==> config.mk <==
export PLATFORM = sky130hd
export DESIGN_NAME = lcd_serial_slave
export DESIGN_NICKNAME = d
export VERILOG_FILES = /design/src/rtl/lcd_ser_pkg.sv /design/src/rtl/lcd_ser_edge.sv /design/src/rtl/lcd_ser_framer.sv /design/src/rtl/lcd_ser_tx.sv /design/src/rtl/lcd_serial_slave.sv
export SDC_FILE = /design/constraint.sdc
export NUM_CORES = 1
export LEC_CHECK = 0
export BUFFER_PORTS_ARGS = -buffer_cell sky130_fd_sc_hd__buf_2
export CAP_MARGIN = 25
export CORE_ASPECT_RATIO = 0.5
export CORE_UTILIZATION = 51
export DETAILED_ROUTE_END_ITERATION = 8
export GPL_TIMING_DRIVEN = 0
export HOLD_SLACK_MARGIN = 0.03
export PLACE_DENSITY = 0.75
export SYNTH_ARGS = -nofsm -noshare
export SYNTH_HDL_FRONTEND = slang
export SYNTH_SLANG_ARGS = --single-unit
==> constraint.sdc <==
create_clock -name clk -period 2.2 [get_ports clk]
set_clock_uncertainty 0.1 [all_clocks]
set_input_delay 0.11 -clock clk [delete_from_list [all_inputs] [get_ports clk]]
set_output_delay 0.11 -clock clk [all_outputs]
set_load 0.05 [all_outputs]
==> src/rtl/lcd_ser_pkg.sv <==
package lcd_ser_pkg;

    localparam int NIB_W      = 4;
    localparam int WORD_W     = 2 * NIB_W;
    localparam int FRAME_BITS = 4 * NIB_W;
    localparam int BIDX_W     = $clog2(FRAME_BITS);

    typedef enum logic [1:0] {
        FR_HUNT,
        FR_HDR,
        FR_WR,
        FR_RD
    } fr_state_e;

    // Bit of a word carried at serial position idx of its 16-bit frame;
    // the high half of each byte is padding and reads as zero.
    function automatic logic frame_bit(input logic [WORD_W-1:0] w,
                                       input logic [BIDX_W-1:0] idx);
        if (idx[2]) return 1'b0;
        return w[{idx[3], idx[1:0]}];
    endfunction

endpackage

==> src/rtl/lcd_ser_edge.sv <==
module lcd_ser_edge #(
    parameter bit IDLE_HIGH = 1'b1
) (
    input  logic clk,
    input  logic rst,
    input  logic sclk,
    output logic rise,
    output logic fall
);
    logic sclk_q;

    always_ff @(posedge clk) begin
        if (rst) sclk_q <= IDLE_HIGH;
        else     sclk_q <= sclk;
    end

    assign rise = sclk & ~sclk_q;
    assign fall = ~sclk & sclk_q;

endmodule

==> src/rtl/lcd_ser_framer.sv <==
module lcd_ser_framer
    import lcd_ser_pkg::*;
#(
    parameter int SYNC_LEN = 5
) (
    input  logic              clk,
    input  logic              rst,
    input  logic              rise,
    input  logic              cs_n,
    input  logic              sdi,
    input  logic              core_busy,
    output logic              wr_stb,
    output logic [WORD_W-1:0] wr_data,
    output logic              wr_rs,
    output logic              rd_req,
    output logic              in_rd,
    output logic              rs_flag,
    output logic [BIDX_W-1:0] bidx
);
    localparam int SYNC_W = $clog2(SYNC_LEN + 1);

    fr_state_e         st;
    logic [SYNC_W-1:0] ones;
    logic [1:0]        hcnt;
    logic              rw_q;
    logic              rs_q;
    logic [WORD_W-1:0] shreg;

    logic sync_hit;
    assign sync_hit = sdi && (ones == SYNC_W'(SYNC_LEN - 1));

    always_ff @(posedge clk) begin
        wr_stb <= 1'b0;
        rd_req <= 1'b0;
        if (rst) begin
            st      <= FR_HUNT;
            ones    <= '0;
            hcnt    <= '0;
            rw_q    <= 1'b0;
            rs_q    <= 1'b0;
            bidx    <= '0;
            shreg   <= '0;
            wr_data <= '0;
            wr_rs   <= 1'b0;
        end else if (cs_n) begin
            st   <= FR_HUNT;
            ones <= '0;
            hcnt <= '0;
            bidx <= '0;
        end else if (rise) begin
            unique case (st)
                FR_HUNT: begin
                    if (sync_hit) begin
                        st   <= FR_HDR;
                        hcnt <= '0;
                        ones <= '0;
                    end else if (sdi) begin
                        ones <= ones + SYNC_W'(1);
                    end else begin
                        ones <= '0;
                    end
                end
                FR_HDR: begin
                    hcnt <= hcnt + 2'd1;
                    if (hcnt == 2'd0) begin
                        rw_q <= sdi;
                    end else if (hcnt == 2'd1) begin
                        rs_q <= sdi;
                    end else begin
                        st   <= rw_q ? FR_RD : FR_WR;
                        bidx <= '0;
                        ones <= '0;
                        if (rw_q && rs_q) rd_req <= 1'b1;
                    end
                end
                FR_WR: begin
                    if (!bidx[2]) shreg[{bidx[3], bidx[1:0]}] <= sdi;
                    if (bidx == BIDX_W'(FRAME_BITS - 1) && !core_busy) begin
                        wr_stb  <= 1'b1;
                        wr_data <= shreg;
                        wr_rs   <= rs_q;
                    end
                    bidx <= bidx + BIDX_W'(1);
                end
                FR_RD: begin
                    if (sync_hit) begin
                        st   <= FR_HDR;
                        hcnt <= '0;
                        ones <= '0;
                    end else begin
                        ones <= sdi ? ones + SYNC_W'(1) : '0;
                        bidx <= bidx + BIDX_W'(1);
                        if (bidx == BIDX_W'(FRAME_BITS - 1) && rs_q) rd_req <= 1'b1;
                    end
                end
            endcase
        end
    end

    assign in_rd   = (st == FR_RD);
    assign rs_flag = rs_q;


    busy_drop_chk: assert property (@(posedge clk) disable iff (rst)
        (rise && !cs_n && st == FR_WR && bidx == BIDX_W'(FRAME_BITS - 1) && core_busy)
        |=> !wr_stb);


    stb_pulse_chk: assert property (@(posedge clk) disable iff (rst)
        wr_stb |=> !wr_stb);


    cs_idle_chk: assert property (@(posedge clk) disable iff (rst)
        cs_n |=> (st == FR_HUNT && !wr_stb && !rd_req));


    rdreq_src_chk: assert property (@(posedge clk) disable iff (rst)
        rd_req |-> (st == FR_RD && rs_q));

endmodule

==> src/rtl/lcd_ser_tx.sv <==
module lcd_ser_tx
    import lcd_ser_pkg::*;
(
    input  logic              clk,
    input  logic              rst,
    input  logic              fall,
    input  logic              cs_n,
    input  logic              in_rd,
    input  logic              rs_flag,
    input  logic [BIDX_W-1:0] bidx,
    input  logic              rd_req,
    input  logic              rd_valid,
    input  logic [WORD_W-1:0] rd_data,
    input  logic [WORD_W-1:0] status_in,
    output logic              sdo,
    output logic              rd_err
);
    logic [WORD_W-1:0] hold_q;
    logic              hold_v;
    logic [WORD_W-1:0] word_q;

    always_ff @(posedge clk) begin
        if (rst) begin
            hold_q <= '0;
            hold_v <= 1'b0;
            word_q <= '0;
            sdo    <= 1'b0;
            rd_err <= 1'b0;
        end else begin
            if (cs_n) begin
                sdo <= 1'b0;
            end else if (fall) begin
                if (!in_rd) begin
                    sdo <= 1'b0;
                end else if (bidx == '0) begin
                    if (!rs_flag) begin
                        word_q <= status_in;
                        sdo    <= frame_bit(status_in, '0);
                    end else if (hold_v) begin
                        word_q <= hold_q;
                        sdo    <= frame_bit(hold_q, '0);
                        hold_v <= 1'b0;
                    end else begin
                        word_q <= '0;
                        sdo    <= 1'b0;
                        rd_err <= 1'b1;
                    end
                end else begin
                    sdo <= frame_bit(word_q, bidx);
                end
            end
            if (rd_req) hold_v <= 1'b0;
            if (rd_valid) begin
                hold_q <= rd_data;
                hold_v <= 1'b1;
            end
        end
    end


    pad_zero_chk: assert property (@(posedge clk) disable iff (rst)
        (fall && !cs_n && in_rd && bidx[2]) |=> !sdo);


    err_sticky_chk: assert property (@(posedge clk) disable iff (rst)
        rd_err |=> rd_err);


    late_word_chk: assert property (@(posedge clk) disable iff (rst)
        (fall && !cs_n && in_rd && bidx == '0 && rs_flag && !hold_v && !rd_valid)
        |=> (rd_err && !sdo));

endmodule

==> src/rtl/lcd_serial_slave.sv <==
module lcd_serial_slave
    import lcd_ser_pkg::*;
#(
    parameter int SYNC_LEN = 5
) (
    input  logic              clk,
    input  logic              rst,
    input  logic              sclk,
    input  logic              cs_n,
    input  logic              sdi,
    output logic              sdo,
    input  logic              core_busy,
    output logic              wr_stb,
    output logic [WORD_W-1:0] wr_data,
    output logic              wr_rs,
    output logic              rd_req,
    input  logic              rd_valid,
    input  logic [WORD_W-1:0] rd_data,
    input  logic [WORD_W-1:0] status_in,
    output logic              rd_err
);
    logic              rise;
    logic              fall;
    logic              in_rd;
    logic              rs_flag;
    logic [BIDX_W-1:0] bidx;

    lcd_ser_edge #(.IDLE_HIGH(1'b1)) u_edge (
        .clk  (clk),
        .rst  (rst),
        .sclk (sclk),
        .rise (rise),
        .fall (fall)
    );

    lcd_ser_framer #(.SYNC_LEN(SYNC_LEN)) u_framer (
        .clk       (clk),
        .rst       (rst),
        .rise      (rise),
        .cs_n      (cs_n),
        .sdi       (sdi),
        .core_busy (core_busy),
        .wr_stb    (wr_stb),
        .wr_data   (wr_data),
        .wr_rs     (wr_rs),
        .rd_req    (rd_req),
        .in_rd     (in_rd),
        .rs_flag   (rs_flag),
        .bidx      (bidx)
    );

    lcd_ser_tx u_tx (
        .clk       (clk),
        .rst       (rst),
        .fall      (fall),
        .cs_n      (cs_n),
        .in_rd     (in_rd),
        .rs_flag   (rs_flag),
        .bidx      (bidx),
        .rd_req    (rd_req),
        .rd_valid  (rd_valid),
        .rd_data   (rd_data),
        .status_in (status_in),
        .sdo       (sdo),
        .rd_err    (rd_err)
    );

endmodule

==> impl_metrics.env <==
export IMPL_status="complete, no violations"
export IMPL_fin_crit_ns=2.162
export IMPL_synthCells=273
export IMPL_relSlewSlack_pct=57.71
export IMPL_arrival_ns=2.30
export IMPL_cts_tree="yes"
export IMPL_wl_per_cell_um=13.46
export IMPL_synth_area_top_cells="dfxtp_1, mux2i_1, nor2_1"
export IMPL_reg2reg_slack_ns=0.04
export IMPL_fill_cells=395
export IMPL_drv_slew=0
export IMPL_hp_start="rst"
export IMPL_cpMaxStageDelayCell="or4_4"
export IMPL_ant_nets=0
export IMPL_setup_violations=0
export IMPL_cts_sinks=52
export IMPL_cellLeakagePower_nw=1.182
export IMPL_io_pins=36
export IMPL_gp_congestion=0.8205
export IMPL_period_share_pct=98.26
export IMPL_critPathMaxFanout=6
export IMPL_syn_avg_cell_area_sq_um=8.983
export IMPL_area_growth_pct=20.10
export IMPL_r2r_cells=7
export IMPL_yosysMostFrequentCell="dfxtp_1"
export IMPL_clockBufferDepth=2
export IMPL_placementRows=17
export IMPL_cts_buffers=5
export IMPL_cp_end_kind="register"
export IMPL_grt_max_degree=17
export IMPL_syn_nets=306
export IMPL_initial_core_util_pct=54.38
export IMPL_synth_cell_area_sq_mm=0.002452
export IMPL_worst_pin_slew_ns=0.6344
export IMPL_synth_commonest_cells="dfxtp_1, nor2_1, mux2i_1"
export IMPL_hpwl_um=3752
export IMPL_drc=0
export IMPL_setup_worst_path_class="register to register"
export IMPL_worst_slack_ns=0.03834
export IMPL_h_tree_depth=2
export IMPL_ys_flop_type="dfxtp_1"
export IMPL_grt_pass1_vias=1915
export IMPL_totalWireLength_um=5277
export IMPL_r2r_start="u_framer.st[1]"
export IMPL_drtIter0Drc=73
export IMPL_drive_gt1_share_pct=19.63
export IMPL_cts_root_buf="clkbuf_8"
export IMPL_r2r_end="u_framer.bidx[3]"
export IMPL_routed_via_density=5.293
export IMPL_clk_pin_slew_ns=0.09
export IMPL_overflow=0
export IMPL_yosysWarnings=0
export IMPL_synth_top_area_share_pct=42.45
export IMPL_tns_ns=0
export IMPL_ys_async_sr_fraction_pct=0
export IMPL_finalHoldViolCount=0
export IMPL_fmax_mhz=462.6
export IMPL_coreArea_sq_mm=0.004509
export IMPL_start_kind="register"
export IMPL_regArea_sq_mm=0.001046
export IMPL_fp_dieH_um=51.04
export IMPL_antenna_found_initial=0
export IMPL_synth_top_cell_by_area="dfxtp_1"
export IMPL_slowest_delay_ns=0.52
export IMPL_grt_total_usage_pct=22.36
export IMPL_antennaDiodeCount=0
export IMPL_fin_nets=358
export IMPL_pre_cts_ws_ns=-0.1240
export IMPL_die_area_sq_mm=0.005107
export IMPL_worstPathCellList="inv_1 -> ha_2 -> a22o_1 -> or4_4 -> buf_6 -> or3_1 -> a21oi_1"
export IMPL_portBuffers=34
export IMPL_die_w_um=100.1
export IMPL_vias=2075
export IMPL_min_path_cells=4
export IMPL_required_ns=2.34
export IMPL_grt_pass1_wl_um=8921
export IMPL_maxCapViolations=0
export IMPL_multiInputGateArea_sq_mm=0.001311
export IMPL_drt_pass1_iter_count=4
export IMPL_min_path_type="primary input to register"
export IMPL_hold_end="u_framer.bidx[3]"
export IMPL_powerDensity_mw_per_mm2=545.7
export IMPL_rsz0062_at_grt="true"
export IMPL_clock_latency_ns=0.30
export IMPL_synth_distinct_cells=43
export IMPL_vdd_drop_max_uv=268.0
export IMPL_synth_edff_count=0
export IMPL_synth_yosys_seq_area_share_pct=42.45
export IMPL_ys_ff_latch=52
-- registers in the layout, indices dropped and copies added, names as in the netlist, 2 cells and up --
signal	count
u_tx.hold_q	8
u_framer.bidx	4
u_framer.st	2
u_framer.hcnt	2
u_framer.shreg	8
u_framer.ones	3
u_tx.word_q	8
u_framer.wr_data	8
-- cell families (layout without fill, tap and decap cells) --
group / Yosys count / count (layout) / synth area share, %
AOI/OAI and AO/OA: 38 / 38 / 10.36
xor gates and xnor gates: 1 / 1 / 0.3572
adders and majority gates: 10 / 10 / 5.102
buffers and inverters: 32 / 85 / 5.051
DFF: 52 / 52 / 42.45
muxes: 32 / 32 / 13.57
and+or+nand+nor: 108 / 108 / 23.11
-- layout by cell type, fill, tap and decap left out, types with 5 or more instances in the layout --
| cell type | Yosys | layout |
|---|---|---|
| nor2_1 | 51 | 51 |
| buf_2 | 3 | 36 |
| ha_1 | 10 | 7 |
| clkbuf_8 | 0 | 5 |
| or3_1 | 5 | 5 |
| a21oi_1 | 11 | 11 |
| dfxtp_1 | 52 | 48 |
| a211oi_1 | 10 | 10 |
| inv_1 | 13 | 13 |
| nand3_1 | 10 | 10 |
| dlygate4sd3_1 | 0 | 11 |
| nor2b_1 | 9 | 9 |
| mux2i_1 | 31 | 31 |
| clkbuf_1 | 14 | 12 |
-- critical path: cells and delay by family (launching register included) --
family	cells	cell delay, ns
buf+inv	2	0.21
compound gates	2	0.39
fa+ha+maj	1	0.19
simple gates	2	0.86
flops	1	0.35
-- final cells by class --
| type | count | share of cell area [%] |
|---|---|---|
| multi-input combinational | 189 | 44.52 |
| tap | 66 | 2.804 |
| timing repair buffer | 47 | 9.941 |
| clock buffer | 6 | 2.464 |
| inverter | 13 | 1.657 |
| buffer | 17 | 2.549 |
| clock inverter | 2 | 0.5523 |
| sequential | 52 | 35.51 |
-- report_power, final --
group	switching (W)	internal, W	leakage [nW]
registers	0.00000757	0.000952	0.423
clock network	0.000316	0.000227	0.0414
logic	0.0000534	0.0000516	0.718
-- metal layers --
| layer | routed length (um) | part of all wire, % | global-route usage, % |
|---|---|---|---|
| met1 | 2668 | 51 | 30.82 |
| met4 | 24 | 0.45 | 3.865 |
| met2 | 2376 | 45 | 37.13 |
| met3 | 207 | 3.9 | 4.514 |
| met5 | 0 | 0 | 0 |
-- stage by stage --
stage          hold WS [ns]  util (%)  total power (W)  std cells  area, sq um
5_1_grt              0.1176     65.32         0.001676        392         2945
3_3_place_gp         0.1948     59.99         0.001066        373         2705
2_1_floorplan       0.08849         -         0.001031        273         2452
3_5_place_dp         0.1961     59.99         0.001069        373         2705
4_1_cts              0.1313     64.37         0.001619        390         2903
6_report             0.1088     65.32         0.001607        392         2945
-- worst max path at each step --
stage,start,end,cells after the start
floorplan,u_framer.st[0],u_framer.bidx[3],8
global placement,u_framer.st[0],u_framer.bidx[3],8
detailed placement,u_framer.st[0],u_framer.st[1],7
CTS,u_framer.st[1],u_framer.bidx[3],7
global route,u_framer.st[1],u_framer.bidx[3],7
finish,u_framer.st[1],u_framer.bidx[3],7
-- timing repair --
action	CTS	global route
pin swaps	0	1
setup buffers	0	1
hold buffers	11	0
setup endpoints to repair	13	14
endpoints found under the hold margin	11	0
gates resized for setup	4	13
Note: power is estimated with default switching activity, not from simulation.
